### src/rtl/slot_ser_pkg.sv
package slot_ser_pkg;

  typedef enum logic [1:0] {
    RATE_4B = 2'b00,
    RATE_3B = 2'b01,
    RATE_2B = 2'b10,
    RATE_5B = 2'b11
  } rate_e;

  // number of significant code bits for each rate mode
  function automatic int rate_bits(rate_e r);
    case (r)
      RATE_4B: rate_bits = 4;
      RATE_3B: rate_bits = 3;
      RATE_2B: rate_bits = 2;
      default: rate_bits = 5;
    endcase
  endfunction

endpackage

### src/rtl/slot_sync.sv
module slot_sync #(
  parameter int N      = 3,
  parameter int STAGES = 2
) (
  input  logic         clk,
  input  logic         rst_n,
  input  logic [N-1:0] d,
  output logic [N-1:0] q,
  output logic [N-1:0] rise,
  output logic [N-1:0] fall
);

  logic [STAGES-1:0][N-1:0] stg;
  logic [N-1:0]             q_d;

  generate
    if (STAGES == 1) begin : g_one
      always_ff @(posedge clk or negedge rst_n)
        if (!rst_n) stg <= '0;
        else        stg <= d;
    end else begin : g_chain
      always_ff @(posedge clk or negedge rst_n)
        if (!rst_n) stg <= '0;
        else        stg <= {stg[STAGES-2:0], d};
    end
  endgenerate

  assign q = stg[STAGES-1];

  always_ff @(posedge clk or negedge rst_n)
    if (!rst_n) q_d <= '0;
    else        q_d <= q;

  assign rise = q & ~q_d;
  assign fall = ~q & q_d;

endmodule

### src/rtl/slot_code_fmt.sv
module slot_code_fmt
  import slot_ser_pkg::*;
#(
  parameter int CODE_W = 5,
  localparam int LW    = $clog2(CODE_W + 1)
) (
  input  rate_e             rate,
  input  logic              en,
  input  logic [CODE_W-1:0] code,
  output logic [CODE_W-1:0] frame,
  output logic [LW-1:0]     len
);

  always_comb begin
    int nb;
    nb    = rate_bits(rate);
    frame = '0;
    // left-justify the significant bits, filler positions stay zero
    for (int i = 0; i < CODE_W; i++) begin
      if (en && (i < nb)) frame[CODE_W-1-i] = code[nb-1-i];
    end
    len = (rate == RATE_5B) ? LW'(CODE_W) : LW'(CODE_W - 1);
  end

endmodule

### src/rtl/slot_serializer.sv
module slot_serializer #(
  parameter int W   = 8,
  localparam int PW = $clog2(W),
  localparam int LW = $clog2(W + 1)
) (
  input  logic          clk,
  input  logic          rst_n,
  input  logic          load,
  input  logic [W-1:0]  word,
  input  logic [LW-1:0] len,
  input  logic          start,
  input  logic          adv,
  output logic          bit_o
);

  logic [W-1:0]  word_q;
  logic [LW-1:0] len_q;
  logic [PW-1:0] ptr;

  always_ff @(posedge clk or negedge rst_n) begin
    if (!rst_n) begin
      word_q <= '0;
      len_q  <= LW'(W);
      ptr    <= '0;
    end else if (load) begin
      word_q <= word;
      len_q  <= len;
      ptr    <= '0;
    end else if (start) begin
      ptr <= '0;
    end else if (adv) begin
      if (LW'(ptr) + LW'(1) >= len_q) ptr <= '0;
      else                            ptr <= ptr + PW'(1);
    end
  end

  assign bit_o = word_q[PW'(W - 1) - ptr];

  // pointer never leaves the loaded word
  p_ptr_in_range_r7: assert property (@(posedge clk) disable iff (!rst_n)
    LW'(ptr) < len_q);

  // a window start always points at the MSB
  p_start_msb_r3: assert property (@(posedge clk) disable iff (!rst_n)
    (start && !load) |=> ptr == '0);

  // without an event the position holds
  p_ptr_hold_r3: assert property (@(posedge clk) disable iff (!rst_n)
    (!load && !start && !adv) |=> $stable(ptr));

endmodule

### src/rtl/slot_serial_out.sv
module slot_serial_out
  import slot_ser_pkg::*;
#(
  parameter int         CODE_W      = 5,
  parameter int         PCM_W       = 8,
  parameter int         SYNC_STAGES = 2,
  parameter logic [7:0] IDLE_MU     = 8'hFF,
  parameter logic [7:0] IDLE_A      = 8'hD5
) (
  input  logic              clk,
  input  logic              rst_n,
  input  logic              ce,
  input  logic              asck,
  input  logic              psck,
  input  logic              in_valid,
  output logic              in_ready,
  input  logic              in_dir,
  input  logic              in_en,
  input  logic              in_law,
  input  logic [1:0]        in_rate,
  input  logic [CODE_W-1:0] in_code,
  input  logic [PCM_W-1:0]  in_pcm,
  output logic              tso,
  output logic              tso_oe,
  output logic              rso,
  output logic              rso_oe
);

  localparam int CLW = $clog2(CODE_W + 1);
  localparam int PLW = $clog2(PCM_W + 1);
  localparam int I_P = 0, I_A = 1, I_C = 2;

  logic [2:0] s_q, s_rise, s_fall;

  slot_sync #(.N(3), .STAGES(SYNC_STAGES)) u_sync (
    .clk(clk), .rst_n(rst_n), .d({ce, asck, psck}),
    .q(s_q), .rise(s_rise), .fall(s_fall)
  );

  logic ce_q, ce_rise, ce_fall;
  assign ce_q    = s_q[I_C];
  assign ce_rise = s_rise[I_C];
  assign ce_fall = s_fall[I_C];

  logic accept;
  assign in_ready = ce_fall;
  assign accept   = in_valid & ce_fall;

  // slot ownership for the coming window
  logic slot_live, slot_dir;
  always_ff @(posedge clk or negedge rst_n) begin
    if (!rst_n) begin
      slot_live <= 1'b0;
      slot_dir  <= 1'b0;
    end else if (ce_fall) begin
      slot_live <= accept;
      slot_dir  <= in_dir;
    end
  end

  logic [CODE_W-1:0] c_frame;
  logic [CLW-1:0]    c_len;

  slot_code_fmt #(.CODE_W(CODE_W)) u_fmt (
    .rate(rate_e'(in_rate)), .en(in_en), .code(in_code),
    .frame(c_frame), .len(c_len)
  );

  logic [PCM_W-1:0] p_word;
  assign p_word = in_en ? in_pcm : PCM_W'(in_law ? IDLE_A : IDLE_MU);

  logic c_bit, p_bit;

  slot_serializer #(.W(CODE_W)) u_code_ser (
    .clk(clk), .rst_n(rst_n),
    .load(accept & in_dir), .word(c_frame), .len(c_len),
    .start(ce_rise), .adv(s_rise[I_A] & ce_q), .bit_o(c_bit)
  );

  slot_serializer #(.W(PCM_W)) u_pcm_ser (
    .clk(clk), .rst_n(rst_n),
    .load(accept & ~in_dir), .word(p_word), .len(PLW'(PCM_W)),
    .start(ce_rise), .adv(s_rise[I_P] & ce_q), .bit_o(p_bit)
  );

  assign tso_oe = ce_q & slot_live & slot_dir;
  assign rso_oe = ce_q & slot_live & ~slot_dir;
  assign tso    = tso_oe & c_bit;
  assign rso    = rso_oe & p_bit;

  // only one line may drive
  p_exclusive_r2: assert property (@(posedge clk) disable iff (!rst_n)
    !(tso_oe && rso_oe));

  // ready is a single-cycle pulse
  p_ready_pulse_r1: assert property (@(posedge clk) disable iff (!rst_n)
    in_ready |=> !in_ready);

  // after a hand-over the strobe is low, so nothing drives
  p_quiet_after_load_r2: assert property (@(posedge clk) disable iff (!rst_n)
    in_ready |=> (!tso_oe && !rso_oe));

endmodule

### config.mk
export PLATFORM = sky130hd
export DESIGN_NAME = slot_serial_out
export DESIGN_NICKNAME = d
export VERILOG_FILES = /design/src/rtl/slot_ser_pkg.sv /design/src/rtl/slot_sync.sv /design/src/rtl/slot_code_fmt.sv /design/src/rtl/slot_serializer.sv /design/src/rtl/slot_serial_out.sv
export SDC_FILE = /design/constraint.sdc
export NUM_CORES = 1
export LEC_CHECK = 0
export ABC_AREA = 1
export BUFFER_PORTS_ARGS = -buffer_cell sky130_fd_sc_hd__clkbuf_2
export CELL_PAD_IN_SITES_DETAIL_PLACEMENT = 0
export CELL_PAD_IN_SITES_GLOBAL_PLACEMENT = 2
export CORE_ASPECT_RATIO = 1.4
export CORE_MARGIN = 1.5
export CORE_UTILIZATION = 34
export CTS_CLUSTER_SIZE = 10
export DETAILED_ROUTE_END_ITERATION = 6
export PLACE_DENSITY_LB_ADDON = 0.08
export SKIP_CTS_REPAIR_TIMING = 1
export SYNTH_ARGS = -nofsm -noshare
export SYNTH_HDL_FRONTEND = slang
export SYNTH_SLANG_ARGS = --single-unit
### constraint.sdc
create_clock -name clk -period 3.3 [get_ports clk]
set_clock_uncertainty 0.15 [all_clocks]
set_input_delay 0.66 -clock clk [delete_from_list [all_inputs] [get_ports clk]]
set_output_delay 0.66 -clock clk [all_outputs]
set_load 0.02 [all_outputs]
# Word-level counts from Yosys, hierarchy flattened
# Index checks and enable logic that the tools add are counted.
[totals]
reg_bits = 33
[classes]
n_addsub = 10
order_cmp = 14
eq_ne = 3
muxes = 36
n_bitwise = 16
n_reduce_logical = 8
[op_table]
columns = ["operator", "n"]
rows = [
  ["< comparator 32 x 5 -> 1 bit, second input constant", 5],
  ["subtractor 32 x 3 -> 32 bit, second input constant", 2],
  ["subtractor 32 x 2 -> 32 bit, second input constant", 1],
  ["subtractor 32 x 4 -> 32 bit, second input constant", 1],
  ["2-to-1 mux 3 bit", 8],
  ["binary-select mux 1 bit (select 3 bit)", 7],
  ["2-to-1 mux 1 bit", 18],
  ["AND 1 bit", 10],
  ["case mux 3 bit (3 select lines)", 1],
  ["< comparator 3 x 4 -> 1 bit, second input constant", 2],
  ["2-to-1 mux 8 bit", 1],
  ["adder 3 x 1 -> 3 bit, second input constant", 2],
  ["AND 3 bit", 2],
  ["< comparator 1 x 3 -> 1 bit, first input constant", 2],
  ["< comparator 2 x 3 -> 1 bit, first input constant", 2],
  ["2-to-1 mux 6 bit", 1],
  ["inverter 3 bit", 2],
  ["nonzero test 3 bit", 2],
  ["subtractor 3 bit, first input constant", 2],
  ["logical AND 1 bit", 5],
  ["adder 3 x 1 -> 4 bit, second input constant", 1],
  ["equality test 2 bit, second input constant", 2],
  ["greater-or-equal comparator 4 bit, second input constant", 1],
  ["subtractor 3 x 1 -> 4 bit, second input constant", 1],
  ["5 further kinds", 6],
]

# Depth between registers and ports, before layout
[logic_depth]
depth_word = 8
depth_mapped = 10

# Cells and area by module
# A second synthesis with hierarchy kept.
[hier_totals]
cells_unflattened = 332
hier_area_um2 = 2348.5
[modules_own_cells]
columns = ["module", "n_inst", "cells_each", "area_each_um2", "seq_area_each_um2"]
rows = [
  ["slot_serializer at u_pcm_ser", 1, 107, 804.5, 376.6],
  ["slot_serializer at u_code_ser", 1, 88, 656.9, 277.8],
  ["slot_code_fmt", 1, 75, 386.6, 0.0],
  ["slot_sync", 1, 24, 292.8, 225.2],
  ["slot_serial_out", 1, 38, 207.7, 50.0],
]

# Worst setup path before layout
# Ideal clock, no wire load.
[synth_timing]
path_type = "reg-to-output"
start = "register u_sync.stg (netlist bit u_sync.q[2])"
end = "output port tso"
t_arrival_ns = 1.527
required_ns = 2.490
slack_ns = 0.963
path_stages_with_launch = 5
path_cell_list = "dfrtp_1 -> inv_2 -> nor3_1 -> o21ai_0 -> nor2_1"
[synth_between]
elab_chain_cells = 3
[synth_lines]
columns = ["element", "line_no", "rtl"]
rows = [
  ["start: declaration", "slot_sync.sv:13", "logic [STAGES-1:0][N-1:0] stg;"],
  ["start signal: assignment", "slot_sync.sv:24", "else stg <= {stg[STAGES-2:0], d};"],
  ["AND 1 bit (2 in a row)", "slot_serial_out.sv:86", "assign tso_oe = ce_q & slot_live & slot_dir;"],
  ["net tso_oe", "slot_serial_out.sv:24", "output logic tso_oe,"],
  ["AND 1 bit", "slot_serial_out.sv:88", "assign tso = tso_oe & c_bit;"],
  ["end: declaration", "slot_serial_out.sv:23", "output logic tso,"],
]
# The timed path passes the listed nets, and every way through them passes these cells.

# Final worst setup path
[layout_timing]
start = "register u_code_ser.ptr[0]"
end = "output port tso"
[layout_between]
elab_chain_cells = 4
[layout_lines]
columns = ["element", "line_no", "rtl"]
rows = [
  ["start: declaration", "slot_serializer.sv:18", "logic [PW-1:0] ptr;"],
  ["start signal: assignment", "slot_serializer.sv:33", "else ptr <= ptr + PW'(1);"],
  ["subtractor 3 bit", "slot_serializer.sv:37", "assign bit_o = word_q[PW'(W - 1) - ptr];"],
  ["binary-select mux 1 bit (select 3 bit)", "slot_serializer.sv:37", ""],
  ["2-to-1 mux 1 bit (not written as such)", "slot_serializer.sv:37", ""],
  ["AND 1 bit", "slot_serial_out.sv:88", ""],
]
# No other way between the ends. The select of a mux whose other input is x is not followed.

==> run_results.csv <==
group,metric,value,unit
outcome,run_status,"completed",
hold_path,min-delay-start,"u_sync.stg[1]",
floorplan,die_x,63.1,µm
sta,finalSetupTns,0,ns
sta,rsz0062_at_grt,"no",
detailed_routing,post-route-drc-count,0,
worst_setup_path,crit_family,"flip-flops",
finish,fillers,531,
detailed_routing,antenna_left,0,
yosys,yosysSeqAreaShare,45.1,%
cts,root_buffer,"clkbuf_8",
flow_run,maxCapViolCount,0,
placement,gp_congestion,0.791,
floorplan,die_area,0.00551,mm²
detailed_routing,wire_per_inst,13.0,µm
worst_setup_path,worst_ep_arrival_time,1.74,ns
detailed_routing,vias,1494,
worst_setup_path,path_cells,"inv_1 > ha_1 > o21ai_0 > o21ai_0 > nor2_1 > nor2_1 > clkbuf_2",
hold_path,holdPathEnd,"u_sync.q[1]",
placement,numPortBuffers,28,
worst_setup_path,critPathSlowestCell,"dfrtp_1",
global_routing,first_global_vias,1501,
yosys,synth_area_per_cell,7.93,µm²
worst_setup_path,cp.required,2.49,ns
worst_setup_path,slowest_delay,0.42,ns
yosys,synthTopCellsByArea,"dfrtp_1 (44%), nand2_1 (15%), ha_1 (8.0%)",
global_routing,grt_max_degree,32,
global_routing,grtUsageTotal,16.4,%
detailed_routing,drt_iter0_drc,71,
floorplan,ios,29,
detailed_routing,dr.pass1.iters,5,
floorplan,die_h,87.2,µm
cts,ctsHtreeMaxLevel,2,
global_routing,grt_pass1_wl,6820,µm
sta,maxSlewViolCount,0,
finish,layout-drive-gt1-share,16.9,%
finish,nNetsFinal,284,
yosys,synth_cell_types,23,
floorplan,initial_core_util,35.3,%
placement,dpl_cell_area,0.00192,mm²
global_routing,overflow,0,
yosys,synth_top_area_cell,"dfrtp_1",
sta,min_period,2.55,ns
yosys,synth_edf_count,0,
yosys,synth-main-ff-cell,"dfrtp_1",
placement,place_ws,0.953,ns
detailed_routing,drt_wl_total,4060,µm
pwr,peakVddDrop,0.180,mV
worst_setup_path,worstSetupStartpointType,"register",
yosys,synth-seq-cells,31,
sta,relSlewSlack,46.6,%
sta,setup_violations,0,
yosys,syn_inst,217,
floorplan,rows,30,
worst_setup_path,path_buf_inv,2,
sta,hold_viol_final,0,
worst_setup_path,reg2reg_to,"u_code_ser.ptr[2]",
floorplan,core,0.00488,mm²
finish,stdcell_area,0.00201,mm²
worst_setup_path,crit_fanout,6,
sta,max_freq,393,MHz
worst_setup_path,end_kind,"primary output",
yosys,syn-cell-area,0.00172,mm²
worst_setup_path,reg2regPathDepth,5,
sta,setup_ws,0.753,ns
yosys,synth_top_area_share,43.6,%
cts,clock_latency,0.28,ns
worst_setup_path,worstSetupPathType,"reg2out",
sta,fin_crit_sh,77.2,%
worst_setup_path,reg2reg_from,"u_code_ser.ptr[0]",
yosys,synthArstFlopShare,100,%
yosys,ys_warn_count,0,
cts,cts_made_buffers,5,
cts,path_clk_slew,0.07,ns
cts,clock_sinks,31,
yosys,synth_fp_nets,252,
hold_path,min_delay_path_depth,0,
pwr,p_leak,1.05,nW
worst_setup_path,ff2ff_setup_slack,1.66,ns
detailed_routing,drt-vias-per-instance,4.77,
global_routing,antenna_found_initial,0,
placement,dpl.hpwl,3180,µm
sta,worst_slew_pin_slew,0.800,ns
finish,antenna-diode-count,0,
cts,cts_tree,"done",
hold_path,hold_path_class,"reg2reg",
cts,clockBufferDepth,2,
pwr,power_density,464,mW/mm²
finish,areaGrowthSynthToFinish,16.6,%
==> where the power goes <==
| part | leakage [nW] | switching, mW | internal [mW] | total (mW) |
|---|---|---|---|---|
| clock network | 0.0470 | 0.136 | 0.163 | 0.299 |
| registers | 0.382 | 0.0299 | 0.425 | 0.455 |
| logic | 0.619 | 0.111 | 0.0658 | 0.177 |
| total | 1.05 | 0.277 | 0.655 | 0.932 |
==> kinds of logic (layout without fill, tap and decap cells) <==
family | Yosys count | count (layout) | synth area share, %
adder cells (fa/ha/maj) | 11 | 11 | 7.99
flip-flops | 31 | 31 | 45.1
AND/OR/NAND/NOR | 110 | 110 | 27.8
buffers and inverters | 29 | 61 | 6.90
XOR/XNOR | 4 | 4 | 2.04
AO/OA/AOI/OAI | 32 | 32 | 10.2
==> per-stage QoR <==
| step | utilization [%] | instances | hold slack [ns] | total power, mW |
|---|---|---|---|---|
| after floorplan | - | 217 | 0.181 | 0.576 |
| after global placement | 39.4 | 306 | 0.184 | 0.644 |
| after detailed placement | 39.4 | 306 | 0.190 | 0.643 |
| after CTS | 41.2 | 313 | 0.199 | 0.947 |
| after global routing | 41.2 | 313 | 0.197 | 0.989 |
| final | 41.2 | 313 | 0.193 | 0.932 |
==> cell usage in the layout, fill, tap and decap left out, drive strengths merged, types with 4 or more instances in the layout <==
cell type,synthesis,final
nand3,15,15
clkbuf,0,34
o21ai,19,19
dfrtp,30,30
nand2,68,68
ha,11,11
inv,26,26
a31oi,4,4
a21oi,5,5
nor2,22,22
==> state kept, by name, indices dropped and copies added (netlist names) <==
name	cells
u_pcm_ser.word_q	8
u_code_ser.word_q	5
u_sync.stg	3
u_sync.q	3
slot_dir	1
u_pcm_ser.ptr	3
u_code_ser.ptr	3
u_sync.q_d	3
slot_live	1
u_code_ser.len_q	1
==> how the worst max path moves through the flow <==
stage | cells after the start | to | start
2_1_floorplan | 4 | tso | u_sync.q[2]
3_3_place_gp | 9 | u_code_ser.word_q[3] | in_rate[0]
3_5_place_dp | 9 | u_code_ser.word_q[3] | in_rate[0]
4_1_cts | 7 | tso | u_code_ser.ptr[0]
5_1_grt | 7 | tso | u_code_ser.ptr[0]
6_report | 7 | tso | u_code_ser.ptr[0]
==> metal layers <==
| metal | up-vias | GRT usage, % | wire [µm] |
|---|---|---|---|
| li1 | 756 | - | - |
| met1 | 681 | 16.3 | 1550 |
| met2 | 45 | 31.8 | 2260 |
| met3 | 12 | 2.07 | 120 |
| met4 | 0 | 10.3 | 124 |
| met5 | - | 0 | 0 |
==> layout make-up <==
type | count | area, µm² | share of cell area (%)
repair buffers | 28 | 140 | 6.98
well taps | 64 | 80.1 | 3.99
flip-flops and latches | 31 | 777 | 38.7
clock buffers | 6 | 82.6 | 4.11
inverters | 26 | 97.6 | 4.86
clock inverters | 1 | 5.00 | 0.249
multi-input cells | 157 | 826 | 41.1
==> cells in the mapped netlist (all sizes together), types with 3 or more instances <==
library cell and instances:
xor2 3, inv 26, ha 11, nand2 68, dfrtp 30, a21oi 5
o211ai 3, buf 3, nor2 22, nand3 15, a31oi 4, o21ai 19
(Power assumes the default switching activity.)
